[config.mk]
export PLATFORM = sky130hd
export DESIGN_NAME = tick_ctrl
export DESIGN_NICKNAME = d
export VERILOG_FILES = /design/src/rtl/tick_ctrl_pkg.sv /design/src/rtl/tick_ctrl_regs.sv /design/src/rtl/tick_ctrl_src.sv /design/src/rtl/tick_ctrl_div.sv /design/src/rtl/tick_ctrl.sv
export SDC_FILE = /design/constraint.sdc
export NUM_CORES = 1
export LEC_CHECK = 0
export BUFFER_PORTS_ARGS = -buffer_cell sky130_fd_sc_hd__buf_2
export CORE_UTILIZATION = 30
export DETAILED_ROUTE_END_ITERATION = 7
export PLACE_DENSITY_LB_ADDON = 0.12
export SYNTH_ARGS = -nofsm -noshare
export SYNTH_HDL_FRONTEND = slang
export SYNTH_HIERARCHICAL = 1
export SYNTH_SLANG_ARGS = --single-unit
[constraint.sdc]
create_clock -name clk -period 4.1 [get_ports clk]
set_input_delay 0.82 -clock clk [delete_from_list [all_inputs] [get_ports clk]]
set_output_delay 0.82 -clock clk [all_outputs]
set_load 0.02 [all_outputs]
[src/rtl/tick_ctrl_pkg.sv]
package tick_ctrl_pkg;

  localparam int NUM_SRC  = 6;
  localparam int EXT_IDX  = 3;
  localparam int F_SRC_LO = 0;
  localparam int F_HDIV_LO = 8;
  localparam int F_PDIV   = 16;
  localparam int F_EDGE   = 28;
  localparam int F_BUSY   = 29;
  localparam int F_LPEN   = 16;

  typedef enum logic [2:0] {
    RA_CTRL   = 3'd0,
    RA_HGATE  = 3'd1,
    RA_PGATEA = 3'd2,
    RA_PGATEB = 3'd3,
    RA_LOWPWR = 3'd4
  } reg_idx_e;

  typedef struct packed {
    logic [2:0] src;
    logic [2:0] hdiv;
    logic       pdiv;
    logic       edge_rise;
  } ctrl_cfg_t;

  // codes 4 and 7 carry no source
  function automatic bit src_code_valid(input int code);
    return !(code == 4 || code == 7);
  endfunction

  // position of a code's tick in the packed source vector
  function automatic int code_to_idx(input int code);
    return (code < 4) ? code : code - 1;
  endfunction

endpackage

[src/rtl/tick_ctrl_regs.sv]
module tick_ctrl_regs
  import tick_ctrl_pkg::*;
#(
  parameter int          DATA_W      = 32,
  parameter int          ADDR_W      = 3,
  parameter int          DIV_W       = 3,
  parameter int          HGATE_W     = 4,
  parameter int          PGATE0_W    = 32,
  parameter int          PGATE1_W    = 3,
  parameter int          BUSY_CYCLES = 4,
  parameter logic [3:0]  HGATE_RST   = 4'b0101,
  parameter logic [31:0] PGATE0_MASK = 32'h6FFF_FFFF,
  parameter logic [2:0]  PGATE1_MASK = 3'b111,
  parameter logic [2:0]  PGATE1_RST  = 3'b010
) (
  input  logic                clk,
  input  logic                rst,
  input  logic                we_i,
  input  logic [ADDR_W-1:0]   addr_i,
  input  logic [DATA_W-1:0]   wdata_i,
  output logic [DATA_W-1:0]   rdata_o,
  output ctrl_cfg_t           cfg_o,
  output logic [2:0]          lp_src_o,
  output logic                lp_en_o,
  output logic [HGATE_W-1:0]  hgate_o,
  output logic [PGATE0_W-1:0] pgate0_o,
  output logic [PGATE1_W-1:0] pgate1_o,
  output logic                busy_o,
  output logic                restart_o
);

  localparam int BCNT_W = $clog2(BUSY_CYCLES + 1);

  logic [BCNT_W-1:0] busy_cnt;
  logic              ctrl_wr, ctrl_acc;
  logic              hg_wr, pa_wr, pb_wr, lp_wr;
  logic [DATA_W-1:0] rd_next;
  logic              unused_wdata;

  assign unused_wdata = &{1'b0, wdata_i};

  assign ctrl_wr  = we_i && (addr_i == ADDR_W'(RA_CTRL));
  assign hg_wr    = we_i && (addr_i == ADDR_W'(RA_HGATE));
  assign pa_wr    = we_i && (addr_i == ADDR_W'(RA_PGATEA));
  assign pb_wr    = we_i && (addr_i == ADDR_W'(RA_PGATEB));
  assign lp_wr    = we_i && (addr_i == ADDR_W'(RA_LOWPWR));
  assign ctrl_acc = ctrl_wr && (busy_cnt == '0);

  assign busy_o    = (busy_cnt != '0);
  assign restart_o = ctrl_acc;

  always_ff @(posedge clk) begin
    if (rst) begin
      cfg_o    <= '0;
      busy_cnt <= '0;
    end else begin
      if (ctrl_acc) begin
        if (src_code_valid(int'(wdata_i[F_SRC_LO +: 3])))
          cfg_o.src <= wdata_i[F_SRC_LO +: 3];
        cfg_o.hdiv <= wdata_i[F_HDIV_LO +: DIV_W];
        cfg_o.pdiv <= wdata_i[F_PDIV];
      end
      if (ctrl_wr)
        cfg_o.edge_rise <= wdata_i[F_EDGE];
      if (ctrl_acc)
        busy_cnt <= BCNT_W'(BUSY_CYCLES);
      else if (busy_cnt != '0)
        busy_cnt <= busy_cnt - 1'b1;
    end
  end

  always_ff @(posedge clk) begin
    if (rst) begin
      hgate_o  <= HGATE_RST;
      pgate0_o <= '0;
      pgate1_o <= PGATE1_RST;
      lp_src_o <= '0;
      lp_en_o  <= 1'b0;
    end else begin
      if (hg_wr) hgate_o  <= wdata_i[HGATE_W-1:0];
      if (pa_wr) pgate0_o <= wdata_i[PGATE0_W-1:0] & PGATE0_MASK[PGATE0_W-1:0];
      if (pb_wr) pgate1_o <= wdata_i[PGATE1_W-1:0] & PGATE1_MASK;
      if (lp_wr) begin
        if (src_code_valid(int'(wdata_i[F_SRC_LO +: 3])))
          lp_src_o <= wdata_i[F_SRC_LO +: 3];
        lp_en_o <= wdata_i[F_LPEN];
      end
    end
  end

  always_comb begin
    rd_next = '0;
    case (addr_i)
      ADDR_W'(RA_CTRL): begin
        rd_next[F_SRC_LO +: 3]      = cfg_o.src;
        rd_next[F_HDIV_LO +: DIV_W] = cfg_o.hdiv;
        rd_next[F_PDIV]             = cfg_o.pdiv;
        rd_next[F_EDGE]             = cfg_o.edge_rise;
        rd_next[F_BUSY]             = busy_o;
      end
      ADDR_W'(RA_HGATE):  rd_next[HGATE_W-1:0]  = hgate_o;
      ADDR_W'(RA_PGATEA): rd_next[PGATE0_W-1:0] = pgate0_o;
      ADDR_W'(RA_PGATEB): rd_next[PGATE1_W-1:0] = pgate1_o;
      ADDR_W'(RA_LOWPWR): begin
        rd_next[F_SRC_LO +: 3] = lp_src_o;
        rd_next[F_LPEN]        = lp_en_o;
      end
      default: rd_next = '0;
    endcase
  end

  always_ff @(posedge clk) begin
    if (rst) rdata_o <= '0;
    else     rdata_o <= rd_next;
  end

endmodule

[src/rtl/tick_ctrl_src.sv]
module tick_ctrl_src
  import tick_ctrl_pkg::*;
#(
  parameter int SEL_W = 3
) (
  input  logic               clk,
  input  logic               rst,
  input  logic [NUM_SRC-1:0] src_i,
  input  logic               edge_rise_i,
  input  logic [SEL_W-1:0]   ahb_sel_i,
  input  logic [SEL_W-1:0]   lp_sel_i,
  output logic               ahb_src_tick_o,
  output logic               lp_src_tick_o
);

  localparam int NCODE = 1 << SEL_W;

  logic             ext_q;
  logic             ext_rise, ext_fall, ext_tick;
  logic [NCODE-1:0] by_code;

  always_ff @(posedge clk) begin
    if (rst) ext_q <= 1'b0;
    else     ext_q <= src_i[EXT_IDX];
  end

  assign ext_rise = src_i[EXT_IDX] & ~ext_q;
  assign ext_fall = ~src_i[EXT_IDX] & ext_q;
  assign ext_tick = ext_rise | (ext_fall & ~edge_rise_i);

  for (genvar c = 0; c < NCODE; c++) begin : g_code
    if (!src_code_valid(c) || code_to_idx(c) >= NUM_SRC) begin : g_none
      assign by_code[c] = 1'b0;
    end else if (c == EXT_IDX) begin : g_ext
      assign by_code[c] = ext_tick;
    end else begin : g_plain
      assign by_code[c] = src_i[code_to_idx(c)];
    end
  end

  assign ahb_src_tick_o = by_code[ahb_sel_i];
  assign lp_src_tick_o  = by_code[lp_sel_i];

endmodule

[src/rtl/tick_ctrl_div.sv]
module tick_ctrl_div #(
  parameter int DIV_W = 3
) (
  input  logic             clk,
  input  logic             rst,
  input  logic             src_tick_i,
  input  logic [DIV_W-1:0] hdiv_i,
  input  logic             pdiv_i,
  input  logic             restart_i,
  input  logic             hold_i,
  output logic             ahb_fire_o,
  output logic             apb_fire_o
);

  localparam int CNT_W = (1 << DIV_W) - 1;

  logic [CNT_W-1:0] cnt;
  logic [CNT_W-1:0] lim;
  logic             phase;
  logic             at_lim;

  assign lim    = {CNT_W{1'b1}} >> (CNT_W - int'(hdiv_i));
  assign at_lim = (cnt == lim);

  assign ahb_fire_o = src_tick_i && !hold_i && !restart_i && at_lim;
  assign apb_fire_o = ahb_fire_o && (!pdiv_i || phase);

  always_ff @(posedge clk) begin
    if (rst || restart_i) begin
      cnt   <= '0;
      phase <= 1'b0;
    end else if (!hold_i && src_tick_i) begin
      if (at_lim) begin
        cnt   <= '0;
        phase <= ~phase;
      end else begin
        cnt <= cnt + 1'b1;
      end
    end
  end

endmodule

[src/rtl/tick_ctrl.sv]
module tick_ctrl
  import tick_ctrl_pkg::*;
#(
  parameter int          DATA_W      = 32,
  parameter int          ADDR_W      = 3,
  parameter int          SEL_W       = 3,
  parameter int          DIV_W       = 3,
  parameter int          HGATE_W     = 4,
  parameter int          PGATE0_W    = 32,
  parameter int          PGATE1_W    = 3,
  parameter int          BUSY_CYCLES = 4,
  parameter logic [3:0]  HGATE_RST   = 4'b0101,
  parameter logic [31:0] PGATE0_MASK = 32'h6FFF_FFFF,
  parameter logic [2:0]  PGATE1_MASK = 3'b111,
  parameter logic [2:0]  PGATE1_RST  = 3'b010
) (
  input  logic                clk,
  input  logic                rst,
  input  logic [NUM_SRC-1:0]  src_i,
  input  logic                lp_mode_i,
  input  logic                reg_we_i,
  input  logic [ADDR_W-1:0]   reg_addr_i,
  input  logic [DATA_W-1:0]   reg_wdata_i,
  output logic [DATA_W-1:0]   reg_rdata_o,
  output logic                busy_o,
  output logic                ahb_tick_o,
  output logic                apb_tick_o,
  output logic                core_tick_o,
  output logic [HGATE_W-1:0]  ahb_en_o,
  output logic [PGATE0_W-1:0] apb_en0_o,
  output logic [PGATE1_W-1:0] apb_en1_o
);

  ctrl_cfg_t           cfg;
  logic [2:0]          lp_src;
  logic                lp_en;
  logic [HGATE_W-1:0]  hgate;
  logic [PGATE0_W-1:0] pgate0;
  logic [PGATE1_W-1:0] pgate1;
  logic                busy, restart;
  logic                ahb_src_tick, lp_src_tick;
  logic                ahb_fire, apb_fire;

  tick_ctrl_regs #(
    .DATA_W(DATA_W), .ADDR_W(ADDR_W), .DIV_W(DIV_W),
    .HGATE_W(HGATE_W), .PGATE0_W(PGATE0_W), .PGATE1_W(PGATE1_W),
    .BUSY_CYCLES(BUSY_CYCLES), .HGATE_RST(HGATE_RST),
    .PGATE0_MASK(PGATE0_MASK), .PGATE1_MASK(PGATE1_MASK),
    .PGATE1_RST(PGATE1_RST)
  ) regs_i (
    .clk(clk), .rst(rst), .we_i(reg_we_i), .addr_i(reg_addr_i),
    .wdata_i(reg_wdata_i), .rdata_o(reg_rdata_o), .cfg_o(cfg),
    .lp_src_o(lp_src), .lp_en_o(lp_en), .hgate_o(hgate),
    .pgate0_o(pgate0), .pgate1_o(pgate1), .busy_o(busy),
    .restart_o(restart)
  );

  tick_ctrl_src #(.SEL_W(SEL_W)) src_sel_i (
    .clk(clk), .rst(rst), .src_i(src_i), .edge_rise_i(cfg.edge_rise),
    .ahb_sel_i(cfg.src), .lp_sel_i(lp_src),
    .ahb_src_tick_o(ahb_src_tick), .lp_src_tick_o(lp_src_tick)
  );

  tick_ctrl_div #(.DIV_W(DIV_W)) div_i (
    .clk(clk), .rst(rst), .src_tick_i(ahb_src_tick), .hdiv_i(cfg.hdiv),
    .pdiv_i(cfg.pdiv), .restart_i(restart), .hold_i(busy),
    .ahb_fire_o(ahb_fire), .apb_fire_o(apb_fire)
  );

  assign busy_o = busy;

  always_ff @(posedge clk) begin
    if (rst) begin
      ahb_tick_o  <= 1'b0;
      apb_tick_o  <= 1'b0;
      core_tick_o <= 1'b0;
      ahb_en_o    <= '0;
      apb_en0_o   <= '0;
      apb_en1_o   <= '0;
    end else begin
      ahb_tick_o  <= ahb_fire;
      apb_tick_o  <= apb_fire;
      core_tick_o <= lp_mode_i ? (lp_en & lp_src_tick) : ahb_fire;
      ahb_en_o    <= hgate  & {HGATE_W{ahb_fire}};
      apb_en0_o   <= pgate0 & {PGATE0_W{apb_fire}};
      apb_en1_o   <= pgate1 & {PGATE1_W{apb_fire}};
    end
  end

endmodule

Word level (Yosys, flattened, before mapping)
Index checks and enable logic that the tools add are counted.
W data, S select, Z words.
Storage, ports and cells
  bits in registers: 134
  word-level logic and storage cells: 87
  output and inout bits: 75
  input port bits: 45
Cells by class
  bitwise logic cells: 14
  eq/ne operators: 7
  shift-type cells: 1
  reductions and logical operators: 25
  $add $sub $neg: 3
  muxes and demuxes: 13
  order comparisons: 2
Operator list (count)
  $and A31 B32 Y32: 1
  $shr A7 B32 Y7 const A: 1
  $pmux W3 S5: 1
  $logic_and A1 B1 Y1: 10
  $lt A3 B4 Y1 const B: 2
  $add A7 B1 Y7 const B: 1
  $eq A7 B7 Y1: 1
  $mux W7: 1
  $bmux W1 S3: 2
  $eq A3 B1 Y1 const B: 2
  $eq A3 B2 Y1 const B: 2
  $eq A3 B3 Y1 const B: 2
  $logic_not A3 Y1: 2
  $mux W3: 2
  $not A1 Y1: 6
  $pmux W3 S2: 1
  $reduce_and A2 Y1: 3
  $and A1 B1 Y1: 4
  $and A4 B4 Y4: 1
  $pmux W2 S2: 1
  $reduce_or A2 Y1: 2
  $sub A3 B3 Y4 const A: 1
  $and A3 B3 Y3: 1
  $logic_not A1 Y1: 3
  8 further kinds: 12

Depth between registers and ports, before layout
  depth in word-level cells: 11
  mapped depth: 13
  depth with buffers taken out: 11

By module
Netlist, hierarchy kept.
By module, submodules not included
  tick_ctrl_regs: cells an instance 345, area each 3065.4 um^2, instances 1, seq. area each 1661.6 um^2
  tick_ctrl: cells an instance 89, area each 1154.9 um^2, instances 1, seq. area each 840.8 um^2
  tick_ctrl_div: cells an instance 61, area each 520.5 um^2, instances 1, seq. area each 160.2 um^2
  tick_ctrl_src: cells an instance 21, area each 158.9 um^2, instances 1, seq. area each 20.0 um^2

Worst setup path after synthesis
OpenSTA, ideal clock, no wires.
  path type: input port to flip-flop
  start: input src_i[3]
  end: register apb_en0_o[20]
  required time: 4.041 ns
  setup time: 0.059 ns
  stages on the path: 12
  path buffers: 2
  arrival time: 3.158 ns
  setup slack: 0.883 ns
  path through: or3b_1 > a31oi_1 > o31a_2 > nor2b_1 > buf_1 > nand2_1 > a311o_1 > or3_1 > nor3_1 > nor2b_4 > buf_6 > and2_1
Between the ends
  cells in the longest elaborated chain, start to end: 11
  elaborated cells between the ends (all ways): 12
  classes of those cells: mux (2); bitwise (6); reduce/logical (4)
RTL lines
  from (decl): RTL line tick_ctrl.sv:19  | input logic [NUM_SRC-1:0] src_i,
  $not A1 Y1: RTL line tick_ctrl_src.sv:28  | assign ext_fall = ~src_i[EXT_IDX] & ext_q;
  $and A1 B1 Y1: RTL line tick_ctrl_src.sv:28
  $and A1 B1 Y1: RTL line tick_ctrl_src.sv:29  | assign ext_tick = ext_rise | (ext_fall & ~edge_rise_i);
  $or A1 B1 Y1 (*): RTL line tick_ctrl_src.sv:29
  $bmux W1 S3 (*): RTL line tick_ctrl_src.sv:41  | assign ahb_src_tick_o = by_code[ahb_sel_i];
  $mux W1 (implied by the code) (*): RTL line tick_ctrl_src.sv:41
  named net ahb_src_tick: RTL line tick_ctrl.sv:41  | logic ahb_src_tick, lp_src_tick;
  $logic_and A1 B1 Y1 (*) (3 in a row): RTL line tick_ctrl_div.sv:25  | assign ahb_fire_o = src_tick_i && !hold_i && !restart_i && at_lim;
  $logic_and A1 B1 Y1 (*): RTL line tick_ctrl_div.sv:26  | assign apb_fire_o = ahb_fire_o && (!pdiv_i || phase);
  named net apb_fire: RTL line tick_ctrl.sv:42  | logic ahb_fire, apb_fire;
  $and A31 B32 Y32 (*): RTL line tick_ctrl.sv:85  | apb_en0_o <= pgate0 & {PGATE0_W{apb_fire}};
  to (signal assigned): RTL line tick_ctrl.sv:85
  to (decl): RTL line tick_ctrl.sv:30  | output logic [PGATE0_W-1:0] apb_en0_o,
Mark *: on every way through the listed nets, which the timed path passes. The rest lies on a longest branch. The select of a mux whose other input is x is not followed.
A chain may end at the register's enable or synchronous reset.

Worst setup path in the final report
  start: register regs_i.busy_cnt[0]
  end: register apb_en0_o[25]
Between the ends
  cells in the longest elaborated chain, start to end: 7
  elaborated cells between the ends (all ways): 10
  classes of those cells: bitwise (1); reduce/logical (9)
RTL lines
  from (decl): RTL line tick_ctrl_regs.sv:34  | logic [BCNT_W-1:0] busy_cnt;
  from (signal assigned): RTL line tick_ctrl_regs.sv:66  | busy_cnt <= BCNT_W'(BUSY_CYCLES);
  from (signal assigned): RTL line tick_ctrl_regs.sv:68  | busy_cnt <= busy_cnt - 1'b1;
  $reduce_bool A3 Y1 / $logic_not A3 Y1 (equally long branches): RTL line tick_ctrl_regs.sv:49, tick_ctrl_regs.sv:47
  $logic_not A1 Y1 / $logic_and A1 B1 Y1 (equally long branches): RTL line tick_ctrl_div.sv:25, tick_ctrl_regs.sv:47
  $logic_and A1 B1 Y1 / $logic_not A1 Y1 (equally long branches): RTL line tick_ctrl_div.sv:25
  $logic_and A1 B1 Y1 (*) (2 in a row): RTL line tick_ctrl_div.sv:25
  $logic_and A1 B1 Y1 (*): RTL line tick_ctrl_div.sv:26
  named net apb_fire: RTL line tick_ctrl.sv:42
  $and A31 B32 Y32 (*): RTL line tick_ctrl.sv:85
Mark *: on every way through the listed nets, which the timed path passes. The rest lies on a longest branch.

==> impl_metrics.yaml <==
run_status:
  status: "finished, final reports clean"
clock_tree:
  clockRootBuffer: "clkbuf_16"
  ctsHoldBuffers: 0
  cts_made_buffers: 17
  postCtsSetupBuffers: 0
  clkTransAtPathRegs_ps: 50
  cts_max_level: 4
  cts.sinks: 134
  post_cts_resized: 0
  clk_latency_ps: 410
  cts_tree: "yes"
  clockBufferDepth: 2
sta:
  worstMarginPinSlew_ps: 868
  relSlewSlack_pct: 42.1
  slew_violations: 0
  finalClockSkew_ps: 8.88
  post-route-period-util_pct: 77.0
  grt_setup_unrepaired: "false"
  setup_viol_count_final: 0
  period_minus_slack_ps: 3160
  fmax_ghz: 0.317
  finalHoldWorstSlack_ps: 460
  hold_viol: 0
  fin_tns_setup_ps: 0
grt:
  grt_util_met1_pct: 18.4
  busiest_layer: "met2"
  grt_pass1_vias: 3729
  track_usage_pct: 15.0
  grt_max_degree: 46
  grt_use_met2_pct: 24.7
  grt_pass1_wl_mm: 19.1
  grt_use_met3_pct: 4.43
  antenna_found_initial: 0
  overflow: 0
logic_synthesis:
  synth_compound_area_share_pct: 10.5
  ys_warn_count: 6
  ys.flop_type: "dfxtp_1"
  synth_top_family_by_area: "simple AND/OR/NAND/NOR gates"
  ys_seq_area_share_pct: 54.7
  synth_cells: 516
  synth_mux_area_share_pct: 3.60
  synth-simple-area-share_pct: 24.7
  ys_async_sr_fraction_pct: 0
  synth_fa_ha_area_share_pct: 0.766
  netlist_area_um2: 4900
  synth_xor_area_share_pct: 1.43
  synth-seq-cells: 134
  synth_edf_count: 0
  ys_types: 61
  syn_avg_cell_area_um2: 9.50
power_and_ir_drop:
  intPower_mw: 2.44
  switchingPower_mw: 0.832
  p_seq_share_pct: 43.0
  p_per_area_nw_per_um2: 528
  clkPwrFrac_pct: 44.1
  finalPower_mw: 3.27
  peakVddDrop_uv: 283
  pwr-share-comb_pct: 12.9
  leakage_nw: 2.70
  p_sw_share_pct: 25.4
floorplanning:
  dieArea_um2: 16800
  pin_count: 120
  start_util_pct: 30.7
  rows: 46
  die_y_um: 130
  coreArea_um2: 15900
  die_w_um: 130
finish:
  area_delta_synth_final_pct: 26.6
  diodes: 0
  drive_above_1_share_pct: 26.3
  layout_common_cells: "134 x dfxtp_1, 117 x buf_2, 87 x nand2_1"
  fillers: 1665
  layout.nets: 676
  layout_commonest_cell: "dfxtp_1"
detailed_routing:
  dr_total_vias: 3894
  dr.pass1.iters: 4
  post_drt_wl_per_cell_um: 14.2
  remaining_drc_errors: 0
  first_iter_violations: 199
  wl_mm: 12.1
  avgViaCountPerCell: 4.56
  ant_nets: 0
setup_path:
  end_kind: "flop"
  worstPathCellList: "inv_1, ha_1, nor2b_1, inv_1, nor2b_1, nand2_1, a311o_1, or3_1, nor3_1, nor2b_4, buf_4, and2_1"
  critical-path-slowest-cell: "nor2b_1"
  arrival_ps: 3510
  cp-start-kind: "flop"
  crit_fanout: 36
  crit_required_ps: 4450
  cpPeakStageDelay_ps: 370
  path_class: "flop to flop"
run:
  cap_violations: 0
placed_design:
  gp_congestion: 0.824
  port_buffers: 117
  dpl.hpwl_mm: 8.43
hold_path:
  hold_path_class: "flop to flop"
==> power groups by stage <==
stage               Sequential [mW]  Combinational, mW  Clock, mW
floorplan                      1.45              0.281          0
global placement               1.43              0.421          0
detailed placement             1.44              0.427          0
CTS                            1.41              0.429       1.48
global route                   1.42              0.468       1.54
finish                         1.41              0.423       1.44
==> cells by family (layout without fill, tap and decap cells) <==
family	count (synthesis)	after routing
flops	134	134
simple gates	232	232
fa+ha+maj	3	3
mux	15	15
xor+xnor	8	8
other cells	1	3
buf+inv	40	160
compound gates	83	83
==> area by class of cell <==
class                      instances  area, µm²  share of cell area, %
sequential                       134       2680                   43.3
multi-input combinational        344       2020                   32.6
timing repair buffer             124        638                   10.3
clock buffer                      19        453                   7.30
tap                              216        270                   4.36
clock inverter                    10        108                   1.73
inverter                           7       26.3                  0.424
==> final timing paths <==
| path | to | startpoint | cells after the start | slack [ps] |
|---|---|---|---|---|
| setup / recovery | apb_en0_o[25] | regs_i/busy_cnt[0] | 12 | 940 |
| hold / removal | regs_i/pgate0_o[14] | regs_i/pgate0_o[14] | 2 | 460 |
| hold reg to reg | regs_i/pgate0_o[14] | regs_i/pgate0_o[14] | 2 | 460 |
| setup reg to reg | apb_en0_o[25] | regs_i/busy_cnt[0] | 12 | 940 |
==> worst max-delay path, delay by kind of cell (launching register included) <==
family | cells | cell delay (ps)
adder cells (fa/ha/maj) | 1 | 170
flip-flops | 1 | 290
AO/OA/AOI/OAI | 1 | 320
AND/OR/NAND/NOR | 7 | 1610
buffers and inverters | 3 | 690
==> flip-flops by register name, summed over array words and instances, names as in the netlist, 4 cells and up <==
| name | count |
|---|---|
| div_i/cnt | 7 |
| regs_i/pgate0_o | 30 |
| regs_i/cfg_o | 8 |
| apb_en0_o | 32 |
| regs_i/hgate_o | 4 |
| regs_i/rdata_o | 31 |
| ahb_en_o | 4 |
==> layer usage <==
layer  wire length [µm]  vias up  part of all wire (%)
met5                  0        -                     0
met4                186        0                   1.5
met3                691       15                   5.7
met2               5590      115                    46
met1               5620     1806                    46
li1                   -     1958                     -
==> Yosys cell counts, drive strengths merged (2+ instances only) <==
master  count  share of area (%)
nor2b      11                1.6
or4         2               0.31
and3       21                2.7
nand3b      4               0.61
and2       39                5.0
o21ai       8               0.82
buf        16                2.3
o211ai      2               0.31
clkbuf     17                1.3
a21boi      2               0.31
nor3       11                1.3
xor2        3               0.54
nand4b      2               0.36
nor2       26                2.0
a211o       4               0.71
ha          3               0.77
a22oi       3               0.46
a21oi      46                4.7
a31oi       7               0.89
or2         2               0.26
o31ai       2               0.41
xnor2       5               0.89
mux2i      12                2.5
inv         7               0.54
dfxtp     134                 55
nand2b      3               0.38
mux4        2               0.92
or3         4               0.61
nand2      88                6.8
nand3       9               0.92
==> metrics by stage <==
stage	area [µm²]	worst slack, ps	utilization (%)	instances
after floorplan	4910	883	-	518
after global placement	5640	559	35.4	825
after detailed placement	5640	531	35.4	825
after CTS	6200	919	38.9	854
after global routing	6200	742	38.9	854
final	6200	944	38.9	854
No activity file was read; power rests on OpenSTA's default activity.
